--- src/rtl/afs_pkg.sv ---
package afs_pkg;

    localparam int DATA_W     = 8;
    localparam int FIFO_DEPTH = 16;
    localparam int STAT_W     = 8;
    localparam int N_ERR      = 4;

    // Status byte bit positions (the host decodes these)
    localparam int BIT_PU = 0;
    localparam int BIT_PO = 1;
    localparam int BIT_CO = 2;
    localparam int BIT_CU = 3;
    localparam int BIT_PI = 4;
    localparam int BIT_CI = 5;
    localparam int BIT_TI = 6;

    typedef struct packed {
        logic ti;
        logic ci;
        logic pi;
    } irq_flags_t;

    typedef struct packed {
        logic cu;
        logic co;
        logic po;
        logic pu;
    } err_flags_t;

    function automatic logic [STAT_W-1:0] pack_status(irq_flags_t irqf, err_flags_t errf);
        return {1'b0, irqf, errf};
    endfunction

endpackage

--- src/rtl/afs_byte_fifo.sv ---
module afs_byte_fifo #(
    parameter int DEPTH = 16,
    parameter int WIDTH = 8
) (
    input  logic             clk,
    input  logic             rst,
    input  logic             push,
    input  logic [WIDTH-1:0] push_data,
    input  logic             pop,
    output logic [WIDTH-1:0] rd_data,
    output logic             rd_vld,
    output logic             full,
    output logic             empty,
    output logic             push_drop,
    output logic             pop_miss
);

    localparam int AW = (DEPTH > 1) ? $clog2(DEPTH) : 1;
    localparam int CW = $clog2(DEPTH + 1);
    localparam logic [AW-1:0] LAST_IDX = AW'(DEPTH - 1);
    localparam logic [CW-1:0] FULL_CNT = CW'(DEPTH);

    logic [WIDTH-1:0] mem [DEPTH];
    logic [AW-1:0]    wptr;
    logic [AW-1:0]    rptr;
    logic [CW-1:0]    cnt;
    logic             do_push;
    logic             do_pop;

    assign full      = (cnt == FULL_CNT);
    assign empty     = (cnt == '0);
    assign do_push   = push && !full;
    assign do_pop    = pop && !empty;
    assign push_drop = push && full;
    assign pop_miss  = pop && empty;

    always_ff @(posedge clk) begin
        if (do_push) begin
            mem[wptr] <= push_data;
        end
    end

    always_ff @(posedge clk) begin
        if (rst) begin
            wptr <= '0;
        end else if (do_push) begin
            wptr <= (wptr == LAST_IDX) ? '0 : wptr + 1'b1;
        end
    end

    always_ff @(posedge clk) begin
        if (rst) begin
            rptr <= '0;
        end else if (do_pop) begin
            rptr <= (rptr == LAST_IDX) ? '0 : rptr + 1'b1;
        end
    end

    always_ff @(posedge clk) begin
        if (rst) begin
            cnt <= '0;
        end else begin
            case ({do_push, do_pop})
                2'b10:   cnt <= cnt + 1'b1;
                2'b01:   cnt <= cnt - 1'b1;
                default: cnt <= cnt;
            endcase
        end
    end

    always_ff @(posedge clk) begin
        if (rst) begin
            rd_data <= '0;
            rd_vld  <= 1'b0;
        end else begin
            rd_vld <= do_pop;
            if (do_pop) begin
                rd_data <= mem[rptr];
            end
        end
    end

    // a refused push leaves the FIFO full
    a_r4_full_kept: assert property (@(posedge clk) disable iff (rst)
        (push && full && !pop) |=> full);

    // a refused pop keeps the FIFO empty and the output byte steady
    a_r6_empty_hold: assert property (@(posedge clk) disable iff (rst)
        (pop && empty && !push) |=> (empty && $stable(rd_data) && !rd_vld));

    // the occupancy never exceeds the depth
    a_r2_cnt_bound: assert property (@(posedge clk) disable iff (rst)
        cnt <= FULL_CNT);

endmodule

--- src/rtl/afs_err_latch.sv ---
module afs_err_latch #(
    parameter int N = 4
) (
    input  logic         clk,
    input  logic         rst,
    input  logic [N-1:0] evt,
    input  logic         clr_all,
    output logic [N-1:0] flags
);

    for (genvar g = 0; g < N; g++) begin : g_flag
        always_ff @(posedge clk) begin
            if (rst) begin
                flags[g] <= 1'b0;
            end else if (evt[g]) begin
                flags[g] <= 1'b1;
            end else if (clr_all) begin
                flags[g] <= 1'b0;
            end
        end

        // a fault event always leaves its flag set
        a_r10_err_set_wins: assert property (@(posedge clk) disable iff (rst)
            evt[g] |=> flags[g]);

        // a clear with no event drops the flag
        a_r9_err_clear: assert property (@(posedge clk) disable iff (rst)
            (clr_all && !evt[g]) |=> !flags[g]);
    end

endmodule

--- src/rtl/afs_irq_latch.sv ---
module afs_irq_latch
    import afs_pkg::*;
(
    input  logic              clk,
    input  logic              rst,
    input  logic              pb_tc,
    input  logic              cap_tc,
    input  logic              tmr_tc,
    input  logic              single_dma,
    input  logic              alt_wr,
    input  logic [STAT_W-1:0] alt_wdata,
    input  logic              clr_all,
    output irq_flags_t        flags
);

    irq_flags_t set_vec;
    irq_flags_t clr_vec;
    logic       unused_wdata;

    assign unused_wdata = ^{alt_wdata[STAT_W-1], alt_wdata[BIT_CU:BIT_PU]};

    always_comb begin
        set_vec.pi = pb_tc || (single_dma && cap_tc);
        set_vec.ci = cap_tc && !single_dma;
        set_vec.ti = tmr_tc;
        clr_vec.pi = clr_all || (alt_wr && !alt_wdata[BIT_PI]);
        clr_vec.ci = clr_all || (alt_wr && !alt_wdata[BIT_CI]);
        clr_vec.ti = clr_all || (alt_wr && !alt_wdata[BIT_TI]);
    end

    always_ff @(posedge clk) begin
        if (rst) begin
            flags <= '0;
        end else begin
            flags.pi <= set_vec.pi || (flags.pi && !clr_vec.pi);
            flags.ci <= set_vec.ci || (flags.ci && !clr_vec.ci);
            flags.ti <= set_vec.ti || (flags.ti && !clr_vec.ti);
        end
    end

    // a playback count pulse sets PI in both modes
    a_r7_pi_latch: assert property (@(posedge clk) disable iff (rst)
        pb_tc |=> flags.pi);

    // in single-channel mode CI cannot rise
    a_r11_ci_quiet: assert property (@(posedge clk) disable iff (rst)
        (single_dma && !flags.ci) |=> !flags.ci);

    // capture pulse in single-channel mode lands on PI
    a_r11_cap_to_pi: assert property (@(posedge clk) disable iff (rst)
        (single_dma && cap_tc) |=> flags.pi);

    // writing 1 leaves a pending timer flag alone
    a_r8_one_keeps: assert property (@(posedge clk) disable iff (rst)
        (flags.ti && alt_wr && alt_wdata[BIT_TI] && !clr_all) |=> flags.ti);

    // timer pulse wins over any clear
    a_r10_ti_set_wins: assert property (@(posedge clk) disable iff (rst)
        tmr_tc |=> flags.ti);

endmodule

--- src/rtl/audio_fifo_status.sv ---
module audio_fifo_status
    import afs_pkg::*;
(
    input  logic              clk,
    input  logic              rst,
    input  logic              pb_wr,
    input  logic [DATA_W-1:0] pb_wr_data,
    input  logic              pb_req,
    output logic [DATA_W-1:0] pb_sample,
    output logic              pb_sample_vld,
    input  logic              cap_strobe,
    input  logic [DATA_W-1:0] cap_data,
    input  logic              cap_rd,
    output logic [DATA_W-1:0] cap_rd_data,
    output logic              cap_rd_vld,
    input  logic              cnt_pb_tc,
    input  logic              cnt_cap_tc,
    input  logic              tmr_tc,
    input  logic              single_dma,
    input  logic              alt_wr,
    input  logic [STAT_W-1:0] alt_wdata,
    input  logic              main_wr,
    output logic [STAT_W-1:0] status_q,
    output logic              irq
);

    logic       pb_full, pb_empty, pb_drop, pb_miss;
    logic       cap_full, cap_empty, cap_drop, cap_miss;
    err_flags_t err_evt;
    err_flags_t err_q;
    irq_flags_t irq_q;

    afs_byte_fifo #(
        .DEPTH (FIFO_DEPTH),
        .WIDTH (DATA_W)
    ) u_pb_fifo (
        .clk       (clk),
        .rst       (rst),
        .push      (pb_wr),
        .push_data (pb_wr_data),
        .pop       (pb_req),
        .rd_data   (pb_sample),
        .rd_vld    (pb_sample_vld),
        .full      (pb_full),
        .empty     (pb_empty),
        .push_drop (pb_drop),
        .pop_miss  (pb_miss)
    );

    afs_byte_fifo #(
        .DEPTH (FIFO_DEPTH),
        .WIDTH (DATA_W)
    ) u_cap_fifo (
        .clk       (clk),
        .rst       (rst),
        .push      (cap_strobe),
        .push_data (cap_data),
        .pop       (cap_rd),
        .rd_data   (cap_rd_data),
        .rd_vld    (cap_rd_vld),
        .full      (cap_full),
        .empty     (cap_empty),
        .push_drop (cap_drop),
        .pop_miss  (cap_miss)
    );

    logic unused_levels;
    assign unused_levels = ^{pb_full, pb_empty, cap_full, cap_empty};

    always_comb begin
        err_evt.pu = pb_miss;
        err_evt.po = pb_drop;
        err_evt.co = cap_drop;
        err_evt.cu = cap_miss;
    end

    afs_err_latch #(
        .N (N_ERR)
    ) u_err (
        .clk     (clk),
        .rst     (rst),
        .evt     (err_evt),
        .clr_all (main_wr),
        .flags   (err_q)
    );

    afs_irq_latch u_irq (
        .clk        (clk),
        .rst        (rst),
        .pb_tc      (cnt_pb_tc),
        .cap_tc     (cnt_cap_tc),
        .tmr_tc     (tmr_tc),
        .single_dma (single_dma),
        .alt_wr     (alt_wr),
        .alt_wdata  (alt_wdata),
        .clr_all    (main_wr),
        .flags      (irq_q)
    );

    assign status_q = pack_status(irq_q, err_q);
    assign irq      = irq_q.pi || irq_q.ci || irq_q.ti;

    // a main-status write with no set event empties the status byte
    a_r9_main_clear: assert property (@(posedge clk) disable iff (rst)
        (main_wr && !cnt_pb_tc && !cnt_cap_tc && !tmr_tc
         && !pb_wr && !pb_req && !cap_strobe && !cap_rd) |=> (status_q == '0 && !irq));

    // an alternate write never touches the error half
    a_r8_err_untouched: assert property (@(posedge clk) disable iff (rst)
        (alt_wr && !main_wr && !pb_wr && !pb_req && !cap_strobe && !cap_rd)
        |=> $stable(status_q[BIT_CU:BIT_PU]));

    // playback underrun never produces a sample pulse
    a_r3_no_sample: assert property (@(posedge clk) disable iff (rst)
        $rose(status_q[BIT_PU]) |-> !pb_sample_vld);

endmodule

--- config.mk ---
export PLATFORM = sky130hd
export DESIGN_NAME = audio_fifo_status
export DESIGN_NICKNAME = d
export VERILOG_FILES = /design/src/rtl/afs_pkg.sv /design/src/rtl/afs_byte_fifo.sv /design/src/rtl/afs_err_latch.sv /design/src/rtl/afs_irq_latch.sv /design/src/rtl/audio_fifo_status.sv
export SDC_FILE = /design/constraint.sdc
export NUM_CORES = 1
export LEC_CHECK = 0
export BUFFER_PORTS_ARGS = -buffer_cell sky130_fd_sc_hd__buf_2
export CORE_MARGIN = 4
export CORE_UTILIZATION = 61
export DETAILED_ROUTE_END_ITERATION = 12
export PLACE_DENSITY = 0.86
export SYNTH_ARGS = -nofsm -noshare
export SYNTH_HDL_FRONTEND = slang
export SYNTH_SLANG_ARGS = --single-unit
--- constraint.sdc ---
create_clock -name clk -period 3.25 [get_ports clk]
set_clock_uncertainty 0.1 [all_clocks]
set_input_delay 0 -clock clk [delete_from_list [all_inputs] [get_ports clk]]
set_output_delay 0 -clock clk [all_outputs]
set_load 0.02 [all_outputs]
[Yosys cells after proc, flatten, opt, wreduce, memory -nomap -nowiden]
Memory sizes are Yosys's and may differ from the RTL's. A register that Yosys moved wholly into a read port is not among the register bits.
Index checks and enable logic that the tools add are counted.
Cells by class
  magnitude comparators: 0
  divide/modulo/power cells: 0
  add/sub/neg operators: 8
  bitwise operators: 0
  reduce and logical (&&, ||, !) cells: 44
  shift operators: 0
  $mul: 0
  eq/ne operators: 10
  multiplexer cells: 15
Operators by type and width (count)
  $pmux 5 s2: 2
  $add 4x1->4 const B: 4
  $eq 4x4->1 const B: 4
  $logic_and 1x1->1: 16
  $mux 4: 4
  $reduce_bool 2->1: 6
  $logic_not 1->1: 11
  $add 5x1->5 const B: 2
  $eq 5x5->1 const B: 2
  $logic_not 5->1: 2
  $sub 5x1->5 const B: 2
  $logic_or 1x1->1: 9
  $mux 1: 9
  $eq 2x1->1 const B: 2
  $eq 2x2->1 const B: 2
Word-level totals
  latch bits: 0
  memories kept: 2
  input bits: 36
  register bits after elaboration: 35
  ROM bits: 0
  output and inout port bits: 27
  bits in writable memories: 256
Memories
  u_cap_fifo.mem: depth 16, bits a word 8, read ports 1, clocked after Yosys merged registers in 1, wr ports 1, RTL line afs_byte_fifo.sv:23  | logic [WIDTH-1:0] mem [DEPTH];
  u_pb_fifo.mem: depth 16, bits a word 8, read ports 1, clocked after Yosys merged registers in 1, wr ports 1, RTL line afs_byte_fifo.sv:23

[Longest topological paths before layout]
  word-level depth: 6
  gate-level depth with buffers: 13

[Cells and area by module]
A second synthesis with hierarchy kept.
Unflattened totals
  cell total of the unflattened synthesis: 747
  area, all modules: 12341.8 um2
Modules (own cells, without submodules)
  afs_byte_fifo: cells each 357, area each 6032.0 um2, seq. area each 4284.1 um2, instances 2
  afs_err_latch: cells each 16, area each 140.1 um2, seq. area each 80.1 um2, instances 1
  afs_irq_latch: cells each 14, area each 120.1 um2, seq. area each 60.1 um2, instances 1
  audio_fifo_status: cells each 3, area each 17.5 um2, seq. area each 0.0 um2, instances 1

[Worst setup path after synthesis]
No wires, ideal clock.
  path kind: flip-flop to flip-flop
  start: register u_pb_fifo.cnt[1]
  end: register u_pb_fifo.cnt[4]
  buffers on the path: 3
  setup time: 0.083 ns
  stages on the path, launching flop included: 14
  setup slack: 0.252 ns
  data required time: 3.067 ns
  arrival: 2.815 ns
  cell sequence: dfxtp_1 -> buf_6 -> or4_4 -> o21ai_4 -> inv_2 -> buf_6 -> ha_1 -> clkbuf_1 -> xor2_1 -> ha_1 -> a21oi_1 -> a221o_1 -> a2111o_1 -> o2111ai_1
On the way
  longest elaborated chain between the ends: 5
Ends and longest elaborated chain
  start, declared: RTL line afs_byte_fifo.sv:26  | logic [CW-1:0] cnt;
  start signal, assigned: RTL line afs_byte_fifo.sv:64  | 2'b10: cnt <= cnt + 1'b1;
  start signal, assigned: RTL line afs_byte_fifo.sv:65  | 2'b01: cnt <= cnt - 1'b1;
  start signal, assigned: RTL line afs_byte_fifo.sv:66  | default: cnt <= cnt;
  $logic_not 5->1 *: RTL line afs_byte_fifo.sv:31  | assign empty = (cnt == '0);
  $logic_not 1->1 *: RTL line afs_byte_fifo.sv:33  | assign do_pop = pop && !empty;
  $logic_and 1x1->1 *: RTL line afs_byte_fifo.sv:33
  named net u_pb_fifo.do_pop: RTL line afs_byte_fifo.sv:28  | logic do_pop;
  $eq 2x1->1 or $eq 2x2->1 (tied branches): RTL line afs_byte_fifo.sv:63  | case ({do_push, do_pop})
  $pmux 5 s2 or $reduce_bool 2->1 (tied branches)
The timed path passes the listed nets; every way through them passes the cells marked *.
A chain may end at the register's enable or synchronous reset.

[Worst setup path in the final report]
  start: register u_pb_fifo.cnt[1]
  end: register u_pb_fifo.cnt[4]
On the way
  longest elaborated chain between the ends: 5
Ends and longest elaborated chain (RTL line)
  $eq 5x5->1 or $logic_not 5->1 (tied branches): afs_byte_fifo.sv:30, afs_byte_fifo.sv:31
  $logic_not 1->1, on equally long branches: afs_byte_fifo.sv:32, afs_byte_fifo.sv:33
  $logic_and 1x1->1, on equally long branches: afs_byte_fifo.sv:32, afs_byte_fifo.sv:33
  $eq 2x1->1 or $eq 2x2->1 (tied branches): afs_byte_fifo.sv:63
  $pmux 5 s2 or $reduce_bool 2->1 (tied branches)
Several ways; a longest one is shown, not always the timed one.

==> impl_metrics.yaml <==
clocking:
  cts_resized: 0
  htreeDepth: 1
  clock_latency_ps: 540
  cts_tree: "done"
  cts_made_buffers: 30
  path_clk_slew_ps: 70
  clock-root-buffer: "clkbuf_16"
  clock-sinks: 307
  cts_max_path_buffers: 3
timing:
  rsz0062_at_grt: "no"
  setup_viol: 0
  fin_setup_tns_ps: 0
  hold_slack_ps: 262
  final-hold-violation-count: 0
  fmax_mhz: 340
  worst_pin_slew_ps: 1090
  slew_violations: 0
  min_period_ps: 2940
  slew_headroom_pct: 27.0
  period_share_pct: 90.4
grt:
  grt_pass1_vias: 7240
  grt.total_usage_pct: 22.3
  grt_overflow_total: 0
  grt_pass1_wl_um: 40900
  antenna_found_initial: 0
  grt_max_degree: 43
worst_setup_path:
  path_delay_family: "compound AO/OA/AOI/OAI gates"
  cp.required_ps: 3610
  start_kind: "register"
  cp_max_fo: 10
  end_kind: "register"
  r2r_start: "u_pb_fifo.cnt[1]$_SDFFE_PP0P_"
  critPathLaunch: "u_pb_fifo.cnt[1]$_SDFFE_PP0P_"
  path_buf_inv: 1
  path_cells: "nor4_1, a21boi_1, inv_1, ha_1, xor2_1, ha_1, a21oi_1, a221o_1, a2111o_1, o2111ai_1"
  max_stage_delay_ps: 500
  r2r_setup_slack_ps: 310
  critPathKind: "reg -> reg"
  worst_path_most_repeated_cell: "ha_1"
  cp_slowest_cell: "nor4_1"
  cp_data_arrival_time_ps: 3300
logic_synthesis:
  seq_area_frac_synth_pct: 69.0
  synth-warning-count: 0
  synth.avg_cell_area_um2: 16.6
  synth_seq_cells: 307
  synth_nets: 816
  synth_cell_types: 50
  synthCells: 762
  syn-cell-area_um2: 12600
route:
  vias: 7137
  antenna_left: 0
  drt-total-wl_um: 26000
  firstDrtPassIters: 4
  drc: 0
  wl_per_cell_um: 22.4
  routed_via_density: 6.16
  drt-initial-drc-count: 620
die:
  die-width_um: 152
  die_height_um: 152
  fp.coreArea_um2: 20300
  rows: 52
  initial_core_util_pct: 62.2
  dieArea_um2: 23100
  io_pins: 63
worst_hold_path:
  hp-class: "in -> reg"
  worstHoldStart: "alt_wdata[4]"
finish:
  multi_input_area_um2: 3560
  diodes: 0
  nFillCells: 1240
  drive_gt1_share_pct: 24.6
  register_area_um2: 8710
  nets: 919
  syn2layout_area_growth_pct: 15.7
placed_design:
  gp_congestion: 0.805
  hpwl_um: 15400
  io_buffers: 56
pwr:
  p_leak_nw: 4.89
  p_per_area_nw_per_um2: 753
  vdd_drop_max_mv: 0.566
outcome:
  status: "finished, final reports clean"
run:
  maxCapViolations: 0
==> cells in the mapped netlist (all sizes together) <==
cell / count / area (um2)
clkbuf: 18 / 67.6
nor3: 13 / 65.1
or4b: 1 / 10.0
a211o: 3 / 26.3
nand3: 3 / 15.0
and4b: 2 / 20.0
xor2: 6 / 52.6
ha: 18 / 225
mux2i: 54 / 541
o22ai: 17 / 106
and2: 2 / 12.5
a31oi: 4 / 25.0
a41oi: 4 / 35.0
o211ai: 4 / 40.0
a2111oi: 2 / 17.5
edfxtp: 256 / 7690
dfxtp: 51 / 1020
nand2: 29 / 109
nand2b: 8 / 50.1
a311o: 2 / 20.0
a21boi: 2 / 15.0
a21oi: 36 / 180
a2111o: 1 / 11.3
and3b: 2 / 17.5
o2111ai: 1 / 8.76
or4: 2 / 22.5
buf: 28 / 223
o32ai: 1 / 8.76
conb: 1 / 3.75
xnor2: 2 / 17.5
a32oi: 3 / 26.3
a311oi: 18 / 270
or3: 5 / 31.3
o21ai: 9 / 67.6
nand3b: 2 / 15.0
nor3b: 5 / 37.5
or3b: 2 / 17.5
nor2: 59 / 221
a221o: 1 / 10.0
nor4: 2 / 12.5
mux4: 48 / 1080
inv: 17 / 63.8
or2: 16 / 100
a21o: 2 / 15.0
==> per-stage QoR <==
step	util, %	instance area, um2	setup slack [ps]	power [mW]	std cells
floorplan	-	12600	252	6.71	762
global placement	64.7	13100	408	7.17	1065
detailed placement	64.7	13100	345	7.25	1065
CTS	71.9	14600	319	11.0	1159
global route	71.9	14600	74.2	11.5	1159
finish	71.9	14600	311	11.0	1159
==> tightest hold or removal path, delay by kind of cell <==
kind            cells  cell delay (ps)
compound gates      2              240
buf+inv             2              630
==> worst paths after layout <==
kind,endpoint,cells past startpoint
max,u_pb_fifo.cnt[4]$_SDFFE_PP0P_,10
min,u_irq.flags[0]$_SDFF_PP0_,4
max reg2reg,u_pb_fifo.cnt[4]$_SDFFE_PP0P_,10
min reg2reg,u_pb_fifo.rd_data[4]$_SDFFE_PP0P_,2
==> layer usage <==
layer  up-vias  global-route usage, %  routed length, um
met1      3632                   29.4              10200
met3        67                   3.61               1440
met2       247                   38.3              13400
li1       3191                      -                  -
met5         -                      0                  0
met4         0                   7.36                843
==> timing repair <==
action,in CTS,in global routing
hold buffers,38,0
hold endpoints to repair,279,0
setup buffers,0,0
==> cells by family (layout without fill, tap and decap cells) <==
| group | Yosys count | count (layout) | synth area share, % |
|---|---|---|---|
| AND/OR/NAND/NOR | 153 | 153 | 6.00 |
| other | 1 | 1 | 0.0297 |
| flip-flops | 307 | 307 | 69.0 |
| multiplexers | 102 | 102 | 12.8 |
| adder cells (fa/ha/maj) | 18 | 18 | 1.78 |
| buffers and inverters | 63 | 190 | 2.80 |
| XOR/XNOR | 8 | 8 | 0.555 |
| AO/OA/AOI/OAI | 110 | 110 | 7.00 |
==> placed cells by master (no fill, tap or decap), drive strengths merged, types with 7 or more instances in the layout <==
cell type,instances
edfxtp,256
buf,79
nor2,59
mux2i,54
dfxtp,51
mux4,48
clkbuf,43
dlygate4sd3,38
a21oi,36
nand2,29
a311oi,18
ha,18
o22ai,17
inv,17
or2,16
nor3,13
o21ai,9
nand2b,8
clkinv,7
==> sequential cells by signal, indices dropped and copies added, names as in the netlist, 3 cells and up <==
register            flops
u_cap_fifo.cnt          5
u_cap_fifo.mem        128
u_cap_fifo.rd_data      8
u_cap_fifo.rptr         4
u_cap_fifo.wptr         4
u_err.flags             4
u_irq.flags             3
u_pb_fifo.cnt           5
u_pb_fifo.mem         128
u_pb_fifo.rd_data       8
u_pb_fifo.rptr          4
u_pb_fifo.wptr          4
==> power breakdown <==
| group | leakage, nW | internal (mW) | switching (mW) |
|---|---|---|---|
| Combinational | 1.63 | 1.11 | 1.29 |
| Sequential | 2.73 | 4.55 | 0.320 |
| Clock | 0.531 | 2.33 | 1.39 |
==> layout make-up <==
class	count	area share (%)
repair buffers	117	5.79
clock inverters	13	1.45
well taps	270	2.31
flip-flops and latches	307	59.7
clock buffers	43	5.97
inverters	17	0.437
multi-input cells	392	24.4
Power figures use the tool's default switching activity.
